File: config.mk
export PLATFORM = sky130hd
export DESIGN_NAME = llsc_monitor
export DESIGN_NICKNAME = d
export VERILOG_FILES = /design/src/rtl/llsc_pkg.sv /design/src/rtl/llsc_slot.sv /design/src/rtl/llsc_verdict.sv /design/src/rtl/llsc_monitor.sv
export SDC_FILE = /design/constraint.sdc
export NUM_CORES = 1
export LEC_CHECK = 0
export BUFFER_PORTS_ARGS = -buffer_cell sky130_fd_sc_hd__buf_2
export CORE_MARGIN = 5
export CORE_UTILIZATION = 40
export DETAILED_ROUTE_END_ITERATION = 8
export SYNTH_ARGS = -nofsm -noshare
export SYNTH_HDL_FRONTEND = slang
export SYNTH_HIERARCHICAL = 1
export SYNTH_SLANG_ARGS = --single-unit
File: constraint.sdc
create_clock -name clk -period 5.17 [get_ports clk]
set_clock_uncertainty 0.05 [all_clocks]
set_input_delay 1.551 -clock clk [delete_from_list [all_inputs] [get_ports clk]]
set_output_delay 1.551 -clock clk [all_outputs]
set_load 0.005 [all_outputs]
File: src/rtl/llsc_pkg.sv
package llsc_pkg;

  typedef enum logic [1:0] {
    OP_NONE = 2'd0,
    OP_LL   = 2'd1,
    OP_ST   = 2'd2,
    OP_SC   = 2'd3
  } llsc_op_e;

  // A store flag takes precedence over load-locked; conditional only qualifies stores.
  function automatic llsc_op_e decode_op(input logic vld, input logic ll,
                                         input logic st, input logic cond);
    if (!vld)        return OP_NONE;
    if (st && cond)  return OP_SC;
    if (st)          return OP_ST;
    if (ll)          return OP_LL;
    return OP_NONE;
  endfunction

endpackage

File: src/rtl/llsc_slot.sv
module llsc_slot #(
  parameter int TAG_W = 28
) (
  input  logic             clk,
  input  logic             rst_n,
  input  logic             set_en,
  input  logic             clr_en,
  input  logic [TAG_W-1:0] set_tag,
  output logic             vld,
  output logic [TAG_W-1:0] tag
);

  logic             vld_nxt;
  logic [TAG_W-1:0] tag_nxt;
  logic             tag_ce;

  always_comb begin
    vld_nxt = vld;
    if (clr_en) vld_nxt = 1'b0;
    if (set_en) vld_nxt = 1'b1;
    tag_ce  = set_en;
    tag_nxt = set_tag;
  end

  always_ff @(posedge clk or negedge rst_n) begin
    if (!rst_n) vld <= 1'b0;
    else        vld <= vld_nxt;
  end

  always_ff @(posedge clk or negedge rst_n) begin
    if (!rst_n)      tag <= '0;
    else if (tag_ce) tag <= tag_nxt;
  end

  // a fill leaves the slot valid and holding the new block
  p_fill_takes_r3: assert property (@(posedge clk) disable iff (!rst_n)
    set_en |=> (vld && tag == $past(set_tag)));

  // a clear without a fill drops the reservation
  p_clear_drops_r5: assert property (@(posedge clk) disable iff (!rst_n)
    (clr_en && !set_en) |=> !vld);

endmodule

File: src/rtl/llsc_verdict.sv
module llsc_verdict
  import llsc_pkg::*;
#(
  parameter int NCTX  = 4,
  parameter int CTX_W = 2,
  parameter int TAG_W = 28
) (
  input  logic                       req_valid,
  input  logic                       req_ll,
  input  logic                       req_st,
  input  logic                       req_cond,
  input  logic [CTX_W-1:0]           req_ctx,
  input  logic [TAG_W-1:0]           req_tag,
  input  logic [NCTX-1:0]            slot_vld,
  input  logic [NCTX-1:0][TAG_W-1:0] slot_tag,
  output logic [NCTX-1:0]            set_vec,
  output logic [NCTX-1:0]            clr_vec,
  output logic                       wr_d,
  output logic                       ok_d
);

  llsc_op_e        op;
  logic [NCTX-1:0] hit;
  logic [NCTX-1:0] mine;
  logic            own_hit;

  assign op = decode_op(req_valid, req_ll, req_st, req_cond);

  for (genvar g = 0; g < NCTX; g++) begin : g_cmp
    assign hit[g]  = slot_vld[g] && (slot_tag[g] == req_tag);
    assign mine[g] = (req_ctx == CTX_W'(g));
  end

  always_comb begin
    own_hit = |(hit & mine);
    wr_d    = 1'b0;
    ok_d    = 1'b0;
    set_vec = '0;
    unique case (op)
      OP_LL:   set_vec = mine;
      OP_ST:   wr_d    = 1'b1;
      OP_SC: begin
        wr_d = own_hit;
        ok_d = own_hit;
      end
      default: ;
    endcase
    clr_vec = wr_d ? hit : '0;
  end

endmodule

File: src/rtl/llsc_monitor.sv
module llsc_monitor
  import llsc_pkg::*;
#(
  parameter int ADDR_W    = 32,
  parameter int NCTX      = 4,
  parameter int GRAN_BITS = 4,
  parameter int CTX_W     = (NCTX > 1) ? $clog2(NCTX) : 1
) (
  input  logic              clk,
  input  logic              rst_n,
  input  logic              req_valid,
  input  logic [ADDR_W-1:0] req_addr,
  input  logic [CTX_W-1:0]  req_ctx,
  input  logic              req_ll,
  input  logic              req_st,
  input  logic              req_cond,
  output logic              wr_en,
  output logic              sc_ok
);

  localparam int TAG_W = ADDR_W - GRAN_BITS;

  logic [1:0]                 rst_pipe;
  logic                       rst_s_n;
  logic [TAG_W-1:0]           req_tag;
  logic [NCTX-1:0]            slot_vld;
  logic [NCTX-1:0][TAG_W-1:0] slot_tag;
  logic [NCTX-1:0]            set_vec;
  logic [NCTX-1:0]            clr_vec;
  logic                       wr_d;
  logic                       ok_d;

  // Reset: asynchronous assertion, release through two flops
  always_ff @(posedge clk or negedge rst_n) begin
    if (!rst_n) rst_pipe <= 2'b00;
    else        rst_pipe <= {rst_pipe[0], 1'b1};
  end
  assign rst_s_n = rst_pipe[1];

  // block granularity, low bits dropped
  assign req_tag = req_addr[ADDR_W-1:GRAN_BITS];

  for (genvar g = 0; g < NCTX; g++) begin : g_slot
    llsc_slot #(.TAG_W(TAG_W)) u_slot (
      .clk     (clk),
      .rst_n   (rst_s_n),
      .set_en  (set_vec[g]),
      .clr_en  (clr_vec[g]),
      .set_tag (req_tag),
      .vld     (slot_vld[g]),
      .tag     (slot_tag[g])
    );
  end

  llsc_verdict #(.NCTX(NCTX), .CTX_W(CTX_W), .TAG_W(TAG_W)) u_verdict (
    .req_valid (req_valid),
    .req_ll    (req_ll),
    .req_st    (req_st),
    .req_cond  (req_cond),
    .req_ctx   (req_ctx),
    .req_tag   (req_tag),
    .slot_vld  (slot_vld),
    .slot_tag  (slot_tag),
    .set_vec   (set_vec),
    .clr_vec   (clr_vec),
    .wr_d      (wr_d),
    .ok_d      (ok_d)
  );

  always_ff @(posedge clk or negedge rst_s_n) begin
    if (!rst_s_n) begin
      wr_en <= 1'b0;
      sc_ok <= 1'b0;
    end else begin
      wr_en <= wr_d;
      sc_ok <= ok_d;
    end
  end

  // an ordinary store always writes and never reports success
  p_plain_store_r4: assert property (@(posedge clk) disable iff (!rst_s_n)
    (req_valid && req_st && !req_cond) |=> (wr_en && !sc_ok));

  // success is only reported together with a write
  p_ok_with_write_r7: assert property (@(posedge clk) disable iff (!rst_s_n)
    sc_ok |-> wr_en);

  // an idle cycle produces quiet outputs next cycle
  p_idle_quiet_r9: assert property (@(posedge clk) disable iff (!rst_s_n)
    !req_valid |=> (!wr_en && !sc_ok));

  // non-store requests never write
  p_load_no_write_r2: assert property (@(posedge clk) disable iff (!rst_s_n)
    (req_valid && !req_st) |=> !wr_en);

  // a refused conditional store leaves every slot as it was
  p_fail_keeps_r8: assert property (@(posedge clk) disable iff (!rst_s_n)
    (req_valid && req_st && req_cond && !wr_d) |=> $stable(slot_vld));

  // one load-locked fills at most one slot
  p_single_fill_r3: assert property (@(posedge clk) disable iff (!rst_s_n)
    $onehot0(set_vec));

endmodule

==> flow_summary.rst, run 1 <==
.. list-table::
   :header-rows: 1

   * - Metric
     - Value
   * - Area of the placeable core
     - 14,590 sq um
   * - Clk Tree Root Cell
     - clkbuf_16
   * - Critical Path Max Stage Delay
     - 0.56 ns
   * - Share of synthesized area occupied by flip-flops and latches
     - 50.14%
   * - Worst reg2reg path startpoint
     - g_slot[2].u_slot/tag[12]$_DFFE_PN0P_
   * - Slowest cell on the critical path
     - nor4_1
   * - Max-cap violations
     - 0
   * - Quantity of gates resized following cts
     - 0
   * - Clock tree from TritonCTS
     - built
   * - Worst vdd rail ir drop
     - 244.2 uV
   * - Final Max Slew Viols
     - 0
   * - Worst Max-Slew Pin Slew
     - 1.119 ns
   * - Clock H-tree levels
     - 4
   * - Destination of the worst register-to-register timing path
     - g_slot[1].u_slot/vld$_DFFE_PN0P_
   * - Maximum clock path buffer count
     - 2
   * - Yosys warning count
     - 6
   * - Number of ports placed on the die boundary
     - 42
   * - Worst Path Required
     - 5.42 ns
   * - Largest net degree at the start of global routing
     - 70
   * - Vias in the first global route
     - 3,705
   * - Die Outline Area
     - 17,520 sq um
   * - Sequential group share of total power
     - 44.3%
   * - Switching share of total power
     - 25.45%
   * - Post-Layout Cell Count
     - 675
   * - Initial DRT Pass Iterations
     - 4
   * - Setup repair after global routing missed its margin
     - no
   * - End of the worst hold path
     - rst_pipe[1]$_DFF_PN0_
   * - Launch point of the worst hold path
     - rst_pipe[0]$_DFF_PN0_
   * - Average wire per cell in the routed design
     - 18.60 microns
   * - Class of the tightest hold or removal check
     - reg -> reg
   * - First-pass GRT wire length
     - 20,530 microns
   * - Overflow after GRT
     - 0
   * - Start-to-end type of the worst setup path
     - in -> reg
   * - Total power divided by cell area
     - 428.2 nW/um^2
   * - Placed cell count
     - 647
   * - Cell row count
     - 44
   * - Number of vias after detailed routing
     - 3,418
   * - Post-synthesis average cell area
     - 13.74 sq um
   * - Share of power burned in combinational logic
     - 19.1%
   * - Peak Freq
     - 0.2770 GHz
   * - Switching power of the nets
     - 749.5 uW
   * - Synth Net Count
     - 476
   * - Worst Hold Path Cells
     - 0
   * - Hold buffer count at CTS
     - 0
   * - Worst setup EP type
     - flip-flop
   * - Register bit count reported by yosys
     - 120
   * - ANT nets after route
     - 0
   * - Netlist area before placement
     - 5989 sq um
   * - Share of the synthesized area in the top cell type
     - 50.14%
   * - Int Pwr
     - 2.196 mW
   * - Number of DRC markers in iteration 0
     - 232
   * - Clock latency on the worst-skew pair
     - 0.41 ns
   * - Setup TNS
     - 0 ns
   * - Post-CTS Setup Repair Bufs
     - 0
   * - Detailed-route vias per instance
     - 5.064
   * - Number of antenna diodes
     - 0
   * - Biggest fanout along the worst timing path
     - 8
   * - Final Cycle Share
     - 69.84%
   * - Initial antenna violation count
     - 0
   * - Die outline width
     - 132.4 microns
   * - Worst endpoint data arrival time
     - 3.86 ns
   * - Vertical die dimension
     - 132.4 microns
   * - Clk pwr share
     - 36.6%
   * - Routed Wire Length
     - 12,560 microns
   * - Number of cell instances on the worst register-to-register path
     - 8
   * - Final hold violation count
     - 0
   * - Synthesis-to-layout area growth
     - 14.83%
   * - Relative slew slack
     - 25.25%
   * - HPWL after DPL
     - 8526 microns
   * - Crit path cell chain
     - buf_2, xnor2_1, nand4_1, nor4_1, a32oi_1, and3_2, nor4_2, inv_1, a21o_1
   * - Outcome
     - complete, no violations
   * - Initial core utilization
     - 41.05%
   * - Leading area contributor after synthesis
     - dfrtp_1
   * - Leading post-synthesis cells by cell area
     - dfrtp_1, mux2_2, xnor2_1, mux2_4, xor2_1
   * - Number of buffers added by the clock tree synthesis step
     - 17
   * - Setup slack of the worst register-to-register path
     - 2.53 ns
   * - Number of fill cells in the layout
     - 1,298
   * - Core occupancy in the finished layout
     - 47.14%
   * - CTS clk-pin slew, worst paths
     - 0.05 ns
   * - Shortest period the worst path allows
     - 3.611 ns
   * - Synthesized instance count
     - 436
   * - Share of post-route cells with drive strength above 1
     - 38.49%
   * - Distinct cell type count of the synthesized netlist
     - 28
   * - Residual DRC count
     - 0
   * - Aggregate global-route resource usage
     - 15.19%
   * - Number of setup violations in the final report
     - 0
   * - Startpoint type of the worst setup path
     - input port
   * - Clock tree sinks
     - 120
   * - Final layout net count
     - 522
   * - Global placement routability congestion
     - 0.7968
   * - I/O Buffers
     - 37
   * - Static power due to leakage
     - 2.908 nW
## critical path: cells and delay by family
kind	cells	cell delay, ns
AO/OA/AOI/OAI	2	0.46
XOR/XNOR	1	0.30
buffers and inverters	2	0.23
AND/OR/NAND/NOR	4	1.31
## synth_stat cells, drive strengths merged
cell type and number:
a31o 1, xnor2 62, xor2 50, conb 1, a32oi 1, nor3 6, nand3 5, and3 3
and3b 1, o2111a 1, mux2 112, o32a 1, nor4 16, nand2 8, dfrtp 120, nor3b 1
or4 1, nand4 16, inv 5, buf 12, a21o 4, nor2 8, or3 1
## state kept, by name, indices dropped and copies added, names as in the netlist
register and cells:
g_slot.u_slot/tag 112, sc_ok 1, rst_pipe 2, g_slot.u_slot/vld 4, wr_en 1
## kinds of logic after synthesis
kind of cell    after synthesis  synth area share [%]
other cells                   1               0.06261
simple gates                 66                 6.664
xor+xnor                    112                 16.38
compound gates                8                 1.295
mux                         112                 23.31
flops                       120                 50.14
buf+inv                      17                 2.152
## placed cells by master, fill, tap and decap left out, drive strengths merged
master / Yosys / final
inv: 5 / 5
nand4: 16 / 16
and3: 3 / 3
or3: 1 / 1
nor2: 8 / 8
clkinv: 0 / 3
nor3b: 1 / 1
a32oi: 1 / 1
and3b: 1 / 1
a31o: 1 / 1
conb: 1 / 1
buf: 12 / 39
nand2: 8 / 8
mux2: 112 / 112
dfrtp: 120 / 120
a21o: 4 / 4
or4: 1 / 1
o2111a: 1 / 1
nor4: 16 / 16
nand3: 5 / 5
xor2: 50 / 50
bufinv: 0 / 1
nor3: 6 / 6
xnor2: 62 / 62
clkbuf: 0 / 24
o32a: 1 / 1
## how the worst max path moves through the flow
stage / start / endpoint / slack, ns
3_3_place_gp: req_addr[16] / g_slot[1].u_slot/vld$_DFFE_PN0P_ / 1.29
5_1_grt: req_addr[16] / g_slot[1].u_slot/vld$_DFFE_PN0P_ / 1.44
3_5_place_dp: req_addr[16] / g_slot[1].u_slot/vld$_DFFE_PN0P_ / 1.17
4_1_cts: req_addr[16] / g_slot[1].u_slot/vld$_DFFE_PN0P_ / 1.61
2_1_floorplan: rst_pipe[1]$_DFF_PN0_ / g_slot[0].u_slot/tag[0]$_DFFE_PN0P_ / 1.53
6_report: req_addr[16] / g_slot[1].u_slot/vld$_DFFE_PN0P_ / 1.56
## power by group through the flow
stage / Combinational, mW / Sequential (mW) / Clock (mW)
5_1_grt: 0.618 / 1.33 / 1.15
3_5_place_dp: 0.563 / 1.32 / 0
2_1_floorplan: 0.440 / 1.29 / 0
3_3_place_gp: 0.551 / 1.31 / 0
6_report: 0.561 / 1.31 / 1.08
4_1_cts: 0.568 / 1.31 / 1.11
## metal layers
metal	wire, microns	GRT usage [%]	vias up
li1	-	-	1612
met1	5963	20.35	1734
met2	5926	23.52	52
met3	366	3.282	20
met4	298	7.070	0
met5	0	0	-
## final cells by class
type                       count  area (sq um)  share of cell area, %
sequential                   120          3007                  43.71
multi-input combinational    299          2885                  41.95
clock buffer                  24         491.7                  7.149
timing repair buffer          39         200.2                  2.911
tap                          184         230.2                  3.347
clock inverter                 4         45.04                 0.6549
inverter                       5         18.77                 0.2729
## metrics by stage
step | power (mW) | hold slack (ns) | setup slack [ns] | instance area [sq um]
2_1_floorplan | 1.732 | 0.2812 | 1.529 | 5989
4_1_cts | 2.983 | 0.3048 | 1.609 | 6878
3_3_place_gp | 1.859 | 0.2878 | 1.293 | 6341
5_1_grt | 3.097 | 0.3240 | 1.436 | 6878
3_5_place_dp | 1.884 | 0.2902 | 1.167 | 6341
6_report | 2.945 | 0.2997 | 1.559 | 6878
No activity file was read; power rests on OpenSTA's default activity.
==> inputs of run 2 (changes only) <==
Clock period 5.17 ns to 3.4 ns, I/O delays scaled along.
==> flow_summary.rst, run 2 (same netlist as run 1, synthesis figures left out) <==
.. list-table::
   :header-rows: 1

   * - Metric
     - Value
   * - Die outline width
     - 132.4 microns (unchanged)
   * - Most flops, register
     - g_slot.u_slot/tag
   * - Start-to-end type of the worst setup path
     - in -> reg
   * - CTS clk-pin slew, worst paths
     - 0.05 ns (about the same)
   * - Sequential group share of total power
     - 44.4% (about the same)
   * - HPWL after DPL
     - 8621 microns (+1.1%)
   * - Crit path cell chain
     - buf_2, xnor2_1, nand4_1, nor4_1, a32oi_1, and3_2, nor4_2, inv_1, a21o_1
   * - Initial antenna violation count
     - 0 (unchanged)
   * - Slowest cell on the critical path
     - nor4_1
   * - Share of post-route cells with drive strength above 1
     - 39.48% (+0.99 points)
   * - Overflow after GRT
     - 0 (unchanged)
   * - Final hold violation count
     - 0 (unchanged)
   * - Final layout net count
     - 529 (+1.3%)
   * - Aggregate global-route resource usage
     - 15.32% (+0.14 points)
   * - Number of buffers added by the clock tree synthesis step
     - 17 (unchanged)
   * - Clk pwr share
     - 36.1% (-0.5 points)
   * - Number of setup violations in the final report
     - 0 (unchanged)
   * - Die Outline Area
     - 17,520 sq um (unchanged)
   * - Buf+Inv Stages, Crit Path
     - 2 (unchanged)
   * - Critical Path Max Stage Delay
     - 0.47 ns (-0.09 ns)
   * - ANT nets after route
     - 0 (unchanged)
   * - Worst-case hold slack
     - 0.2996 ns (-0.0001130 ns)
   * - Startpoint type of the worst setup path
     - input port
   * - Cell row count
     - 44 (unchanged)
   * - Clock latency on the worst-skew pair
     - 0.41 ns (about the same)
   * - Number of antenna diodes
     - 0 (unchanged)
   * - Relative slew slack
     - 46.37% (+21 points)
   * - Average wire per cell in the routed design
     - 18.47 microns (-0.69%)
   * - Final Cycle Share
     - 83.46%
   * - Quantity of gates resized following cts
     - 0 (unchanged)
   * - Switching power of the nets
     - 1.156 mW (+54%)
   * - Max-cap violations
     - 0 (unchanged)
   * - Worst path top cell family by delay
     - simple AND/OR/NAND/NOR gates
   * - Worst endpoint data arrival time
     - 3.08 ns (-0.78 ns)
   * - Global placement routability congestion
     - 0.7751 (-2.7%)
   * - Most common cell after layout, fill and taps aside
     - dfrtp_1
   * - Vias in the first global route
     - 3,674 (-0.84%)
   * - Worst setup EP type
     - flip-flop
   * - Flip-flop count of the largest register after layout
     - 112 (unchanged)
   * - Share of power burned in combinational logic
     - 19.6% (+0.5 points)
   * - Maximum clock path buffer count
     - 2 (unchanged)
   * - Vertical die dimension
     - 132.4 microns (unchanged)
   * - Commonest cells after routing, fill and taps aside
     - dfrtp_1, mux2_2, xnor2_1, xor2_1, buf_2
   * - Number of DRC markers in iteration 0
     - 188 (-19%)
   * - Worst Max-Slew Pin Slew
     - 0.8044 ns (-0.3141 ns)
   * - First-pass GRT wire length
     - 20,660 microns (+0.60%)
   * - Shortest period the worst path allows
     - 2.838 ns
   * - Initial core utilization
     - 41.05% (unchanged)
   * - Setup TNS
     - 0 ns (unchanged)
   * - Final Max Slew Viols
     - 0 (unchanged)
   * - Hold buffer count at CTS
     - 0 (unchanged)
   * - Clock tree sinks
     - 120 (unchanged)
   * - Residual DRC count
     - 0 (unchanged)
   * - Routed Wire Length
     - 12,620 microns (+0.49%)
   * - Post-CTS Setup Repair Bufs
     - 0 (unchanged)
   * - Worst Path Required
     - 3.64 ns (-1.78 ns)
   * - Synthesis-to-layout area growth
     - 15.88%
   * - Static power due to leakage
     - 2.949 nW (+1.4%)
   * - Outcome
     - complete, no violations
   * - Class of the tightest hold or removal check
     - reg -> reg
   * - Total power divided by cell area
     - 644.1 nW/um^2 (+50%)
   * - Area of the placeable core
     - 14,590 sq um (unchanged)
   * - Clock tree from TritonCTS
     - built
   * - Peak Freq
     - 0.3524 GHz
   * - Worst vdd rail ir drop
     - 345.9 uV (+42%)
   * - Clock H-tree levels
     - 4 (unchanged)
   * - Switching share of total power
     - 25.86% (+0.41 points)
   * - Int Pwr
     - 3.314 mW (+51%)
   * - Number of ports placed on the die boundary
     - 42 (unchanged)
   * - Setup repair after global routing missed its margin
     - no
   * - Number of vias after detailed routing
     - 3,502 (+2.5%)
   * - Biggest fanout along the worst timing path
     - 8 (unchanged)
   * - Detailed-route vias per instance
     - 5.127 (+1.3%)
   * - Largest net degree at the start of global routing
     - 62 (-11%)
   * - Initial DRT Pass Iterations
     - 4 (unchanged)
   * - Number of fill cells in the layout
     - 1,306 (+0.62%)
   * - Biggest registers after layout
     - g_slot.u_slot/tag: 112 flops, g_slot.u_slot/vld: 4 flops, rst_pipe: 2 flops
   * - Clk Tree Root Cell
     - clkbuf_16
   * - I/O Buffers
     - 37 (unchanged)
## run 2: changes by cell type in the layout (fill, tap and decap cells not counted)
cell and change:
buf_12 +1, buf_4 +6, clkbuf_8 +2, bufinv_16 -1
## run 2: path summary, 6_finish.rpt
check	cells past startpoint	end	slack (ns)	start
setup / recovery	9	g_slot[1].u_slot/vld$_DFFE_PN0P_	0.56	req_addr[20]
hold / removal	0	rst_pipe[1]$_DFF_PN0_	0.30	rst_pipe[0]$_DFF_PN0_
setup reg to reg	8	g_slot[1].u_slot/vld$_DFFE_PN0P_	0.98	g_slot[3].u_slot/tag[16]$_DFFE_PN0P_
hold reg to reg	0	rst_pipe[1]$_DFF_PN0_	0.30	rst_pipe[0]$_DFF_PN0_
max in group asynchronous	1	g_slot[3].u_slot/tag[12]$_DFFE_PN0P_	2.12	rst_pipe[1]$_DFF_PN0_
min in group asynchronous	1	rst_pipe[1]$_DFF_PN0_	0.35	rst_n
## run 2: per-layer routing
metal,up-vias,routed length [microns],global-route usage [%]
li1,1630,-,-
met1,1787,5991,20.56
met2,68,5977,23.69
met3,17,445,4.275
met4,0,201,5.713
met5,-,0,0
## run 2: per-stage QoR
step / setup slack (ns) / area [sq um] / util, % / power (mW) / std cells
after global placement: 0.1504 / 6406 / 43.91 / 2.850 / 654
after global routing: 0.4366 / 6940 / 47.57 / 4.698 / 683
after detailed placement: 0.1461 / 6406 / 43.91 / 2.883 / 654
final: 0.5624 / 6940 / 47.57 / 4.470 / 683
after floorplan: 0.7435 / 5991 / - / 2.633 / 436
after CTS: 0.5718 / 6940 / 47.57 / 4.518 / 683
## run 2: power by group through the flow
stage	Clock [mW]	Sequential [mW]	Combinational, mW
3_3_place_gp	0	1.99	0.862
3_5_place_dp	0	2.00	0.879
5_1_grt	1.71	2.03	0.955
4_1_cts	1.65	1.99	0.886
2_1_floorplan	0	1.96	0.668
6_report	1.61	1.98	0.874
## run 2: area by class of cell
cell class              count  area, sq um  share of cell area, %
flip-flops and latches    120         3007                  43.32
clock inverters             3        15.01                 0.2163
well taps                 184        230.2                  3.317
inverters                   5        18.77                 0.2704
repair buffers             46        265.3                  3.822
multi-input cells         299         2885                  41.57
clock buffers              26        519.2                  7.482
==> inputs of run 3 (changes only) <==
Settings changed: ABC_AREA set to 1.
Clock period 3.4 ns to 2.7 ns, I/O delays scaled along.
==> flow_summary.rst, run 3 <==
.. list-table::
   :header-rows: 1

   * - Metric
     - Value
   * - Outcome
     - complete, no violations
   * - Number of vias after detailed routing
     - 7,260 (+110%)
   * - Simple-gate share of the synthesized area
     - 42.80% (+36 points)
   * - Class of the tightest hold or removal check
     - in -> async
   * - Fraction of the mapped netlist area in adder cells
     - 0% (unchanged)
   * - Main combinational cell family by area after synthesis
     - simple AND/OR/NAND/NOR gates
   * - Number of ports placed on the die boundary
     - 42 (unchanged)
   * - Quantity of gates resized following cts
     - 0 (unchanged)
   * - Number of antenna diodes
     - 0 (unchanged)
   * - Ys flop type
     - dfrtp_1
   * - Leading area contributor after synthesis
     - dfrtp_1
   * - Largest net degree at the start of global routing
     - 66 (+6.5%)
   * - Library cell appearing most often on the critical path
     - nand2_1
   * - Vertical die dimension
     - 146.4 microns (+11%)
   * - Startpoint type of the worst setup path
     - input port
   * - Multiplexer share of the synthesized area
     - 0% (-23 points)
   * - Initial core utilization
     - 41.01% (-0.046 points)
   * - Destination of the worst register-to-register timing path
     - g_slot[2].u_slot/vld$_DFFE_PN0P_
   * - Setup slack of the worst register-to-register path
     - 0.56 ns (-0.42 ns)
   * - Clock tree from TritonCTS
     - built
   * - I/O Buffers
     - 37 (unchanged)
   * - Total Power Consumption
     - 6.679 mW (+49%)
   * - Maximum clock path buffer count
     - 2 (unchanged)
   * - Vias in the first global route
     - 7,021 (+91%)
   * - Initial DRT Pass Iterations
     - 5 (+1)
   * - Max Used Layer
     - met4
   * - CTS clk-pin slew, worst paths
     - 0.06 ns (about the same)
   * - Max-cap violations
     - 0 (unchanged)
   * - Aggregate global-route resource usage
     - 26.25% (+11 points)
   * - Synthesized instance count
     - 1,164 (+170%)
   * - Met3 wire len
     - 1492 microns (+240%)
   * - Crit path cell chain
     - buf_2, xnor2_1, nand2_1, nor2_1, nand2_1, nor2_1, nand3_1, nand2_1, nor2_1, nand2_1, nand2_2, nor2_1, inv_1, nand2_1, nand2_1
   * - Clock H-tree levels
     - 4 (unchanged)
   * - Total power divided by cell area
     - 771.8 nW/um^2 (+20%)
   * - Cell row count
     - 49 (+11%)
   * - Slowest cell on the critical path
     - xnor2_1
   * - Biggest fanout along the worst timing path
     - 9 (+1)
   * - Start-to-end type of the worst setup path
     - in -> reg
   * - Number of buffers added by the clock tree synthesis step
     - 17 (unchanged)
   * - Post-synthesis average cell area
     - 6.394 sq um (-53%)
   * - Average wire per cell in the routed design
     - 18.43 microns (-0.22%)
   * - Share of the synthesized area in the top cell type
     - 40.35% (-9.8 points)
   * - Number of enable flip-flop cells after synthesis
     - 0 (unchanged)
   * - Leading post-synthesis cells by cell area
     - dfrtp_1, nand2_1, inv_1, nor2_1, xnor2_1
   * - Yosys warning count
     - 6 (unchanged)
   * - Worst Path Required
     - 2.94 ns (-0.70 ns)
   * - Area of the placeable core
     - 18,150 sq um (+24%)
   * - Share of synthesized area occupied by flip-flops and latches
     - 40.35% (-9.8 points)
   * - Post-CTS Setup Repair Bufs
     - 0 (unchanged)
   * - Number of DRC markers in iteration 0
     - 633 (+240%)
   * - Static power due to leakage
     - 4.859 nW (+65%)
   * - Global placement routability congestion
     - 1.003 (+29%)
   * - Routed Wire Length
     - 27,280 microns (+120%)
   * - Post-synth ARST share
     - 100.0% (unchanged)
   * - Final hold violation count
     - 0 (unchanged)
   * - Cell types with the highest counts after synthesis
     - nand2_1, inv_1, dfrtp_1
   * - Most flops, register
     - g_slot.u_slot/tag
   * - Final Max Slew Viols
     - 0 (unchanged)
   * - Relative slew slack
     - 56.21% (+9.8 points)
   * - Worst setup EP type
     - flip-flop
   * - Setup repair after global routing missed its margin
     - no
   * - Final Cycle Share
     - 85.07%
   * - Clock tree sinks
     - 120 (unchanged)
   * - Worst reg2reg path startpoint
     - g_slot[0].u_slot/tag[18]$_DFFE_PN0P_
   * - Library cell with the highest instance count after synthesis
     - nand2_1
   * - Synth Net Count
     - 1,204 (+150%)
   * - Number of cell instances on the worst register-to-register path
     - 14 (+6)
   * - Core occupancy in the finished layout
     - 47.68% (+0.11 points)
   * - HPWL after DPL
     - 21,140 microns (+150%)
   * - Die outline width
     - 146.4 microns (+11%)
   * - Register bit count reported by yosys
     - 120 (unchanged)
   * - Synthesis-to-layout area growth
     - 16.27%
   * - Setup TNS
     - 0 ns (unchanged)
   * - Shortest period the worst path allows
     - 2.297 ns
   * - Distinct cell type count of the synthesized netlist
     - 31 (+11%)
   * - Clk Tree Root Cell
     - clkbuf_16
   * - Share of post-route cells with drive strength above 1
     - 11.11% (-28 points)
   * - Peak Freq
     - 0.4354 GHz
   * - Clock latency on the worst-skew pair
     - 0.42 ns (about the same)
   * - Critical Path Max Stage Delay
     - 0.40 ns (-0.07 ns)
   * - Flip-flop count of the largest register after layout
     - 112 (unchanged)
   * - First-pass GRT wire length
     - 42,520 microns (+110%)
   * - Residual DRC count
     - 0 (unchanged)
   * - Buf+Inv Stages, Crit Path
     - 2 (unchanged)
   * - Worst Max-Slew Pin Slew
     - 0.6559 ns (-0.1485 ns)
   * - Detailed-route vias per instance
     - 4.905 (-4.3%)
   * - Worst vdd rail ir drop
     - 428.6 uV (+24%)
   * - Worst path top cell family by delay
     - simple AND/OR/NAND/NOR gates
   * - Netlist area before placement
     - 7442 sq um (+24%)
   * - Met2 Wirelength
     - 12,490 microns (+110%)
   * - Post-synthesis share of cell area spent on xor and xnor gates
     - 3.295% (-13 points)
   * - Post-synthesis compound-gate area fraction
     - 2.673% (+1.4 points)
   * - Commonest cells after routing, fill and taps aside
     - nand2_1, inv_1, dfrtp_1, nor2_1, buf_4
   * - Number of fill cells in the layout
     - 1,927 (+48%)
   * - ANT nets after route
     - 0 (unchanged)
   * - Die Outline Area
     - 21,430 sq um (+22%)
   * - Detailed-routing wirelength on met1
     - 12,480 microns (+110%)
   * - Most common cell after layout, fill and taps aside
     - nand2_1
   * - Final layout net count
     - 1,279 (+140%)
   * - Worst endpoint data arrival time
     - 2.53 ns (-0.55 ns)
   * - Number of setup violations in the final report
     - 0 (unchanged)
   * - Hold buffer count at CTS
     - 0 (unchanged)
   * - Biggest registers after layout
     - g_slot.u_slot/tag: 112 flops, g_slot.u_slot/vld: 4 flops, rst_pipe: 2 flops
   * - Overflow after GRT
     - 0 (unchanged)
   * - Initial antenna violation count
     - 0 (unchanged)
==> run 3: cell types whose count changed after synthesis, sizes merged, moves of 19 or more <==
| cell | previous run | this run |
|---|---|---|
| xor2 | 50 | 1 |
| inv | 5 | 143 |
| nor2 | 8 | 86 |
| nand2 | 8 | 639 |
| o21ai | 0 | 26 |
| xnor2 | 62 | 27 |
| nand3 | 5 | 24 |
| mux2 | 112 | 0 |
==> run 3: where the power goes <==
group	internal (mW)	switching, mW
combinational	0.656	1.16
clock	1.44	0.835
sequential	2.20	0.385
total	4.30	2.38
==> run 3: worst max path at each step <==
stage	cells past startpoint	from	end
floorplan	17	req_addr[26]	g_slot[1].u_slot/vld$_DFFE_PN0P_
global placement	15	req_addr[22]	g_slot[2].u_slot/vld$_DFFE_PN0P_
detailed placement	15	req_addr[22]	g_slot[2].u_slot/vld$_DFFE_PN0P_
CTS	15	req_addr[12]	g_slot[2].u_slot/vld$_DFFE_PN0P_
global route	18	req_addr[17]	g_slot[2].u_slot/vld$_DFFE_PN0P_
finish	15	req_addr[22]	g_slot[2].u_slot/vld$_DFFE_PN0P_
==> run 3: area by class of cell <==
type                    count  area, sq um  area share [%]
multi-input cells         869         3651           42.19
flip-flops and latches    120         3007           34.75
repair buffers             87        585.6           6.767
inverters                 144        540.5           6.246
clock buffers              23        488.0           5.639
well taps                 229        286.5           3.311
clock inverters             8        95.09           1.099
==> run 3: metrics by stage <==
stage | area, sq um | instances | hold slack [ns] | worst slack, ns
5_1_grt | 8653 | 1480 | 0.09833 | 0.2652
6_report | 8653 | 1480 | 0.1052 | 0.4030
3_3_place_gp | 8070 | 1449 | 0.1659 | 0.04927
2_1_floorplan | 7443 | 1164 | 0.2811 | 0.6408
4_1_cts | 8653 | 1480 | 0.08985 | 0.4560
3_5_place_dp | 8070 | 1449 | 0.1668 | 0.01749
==> run 3: per-layer routing <==
layer  up-vias  GRT usage, %
met4         0         9.219
met5         -             0
met3        47         4.710
met1      3347         35.92
li1       3635             -
met2       231         41.95
==> run 3: kinds of logic after synthesis <==
family,count (synthesis)
AO/OA/AOI/OAI,36
XOR/XNOR,28
buffers and inverters,175
flip-flops,120
other,1
AND/OR/NAND/NOR,804
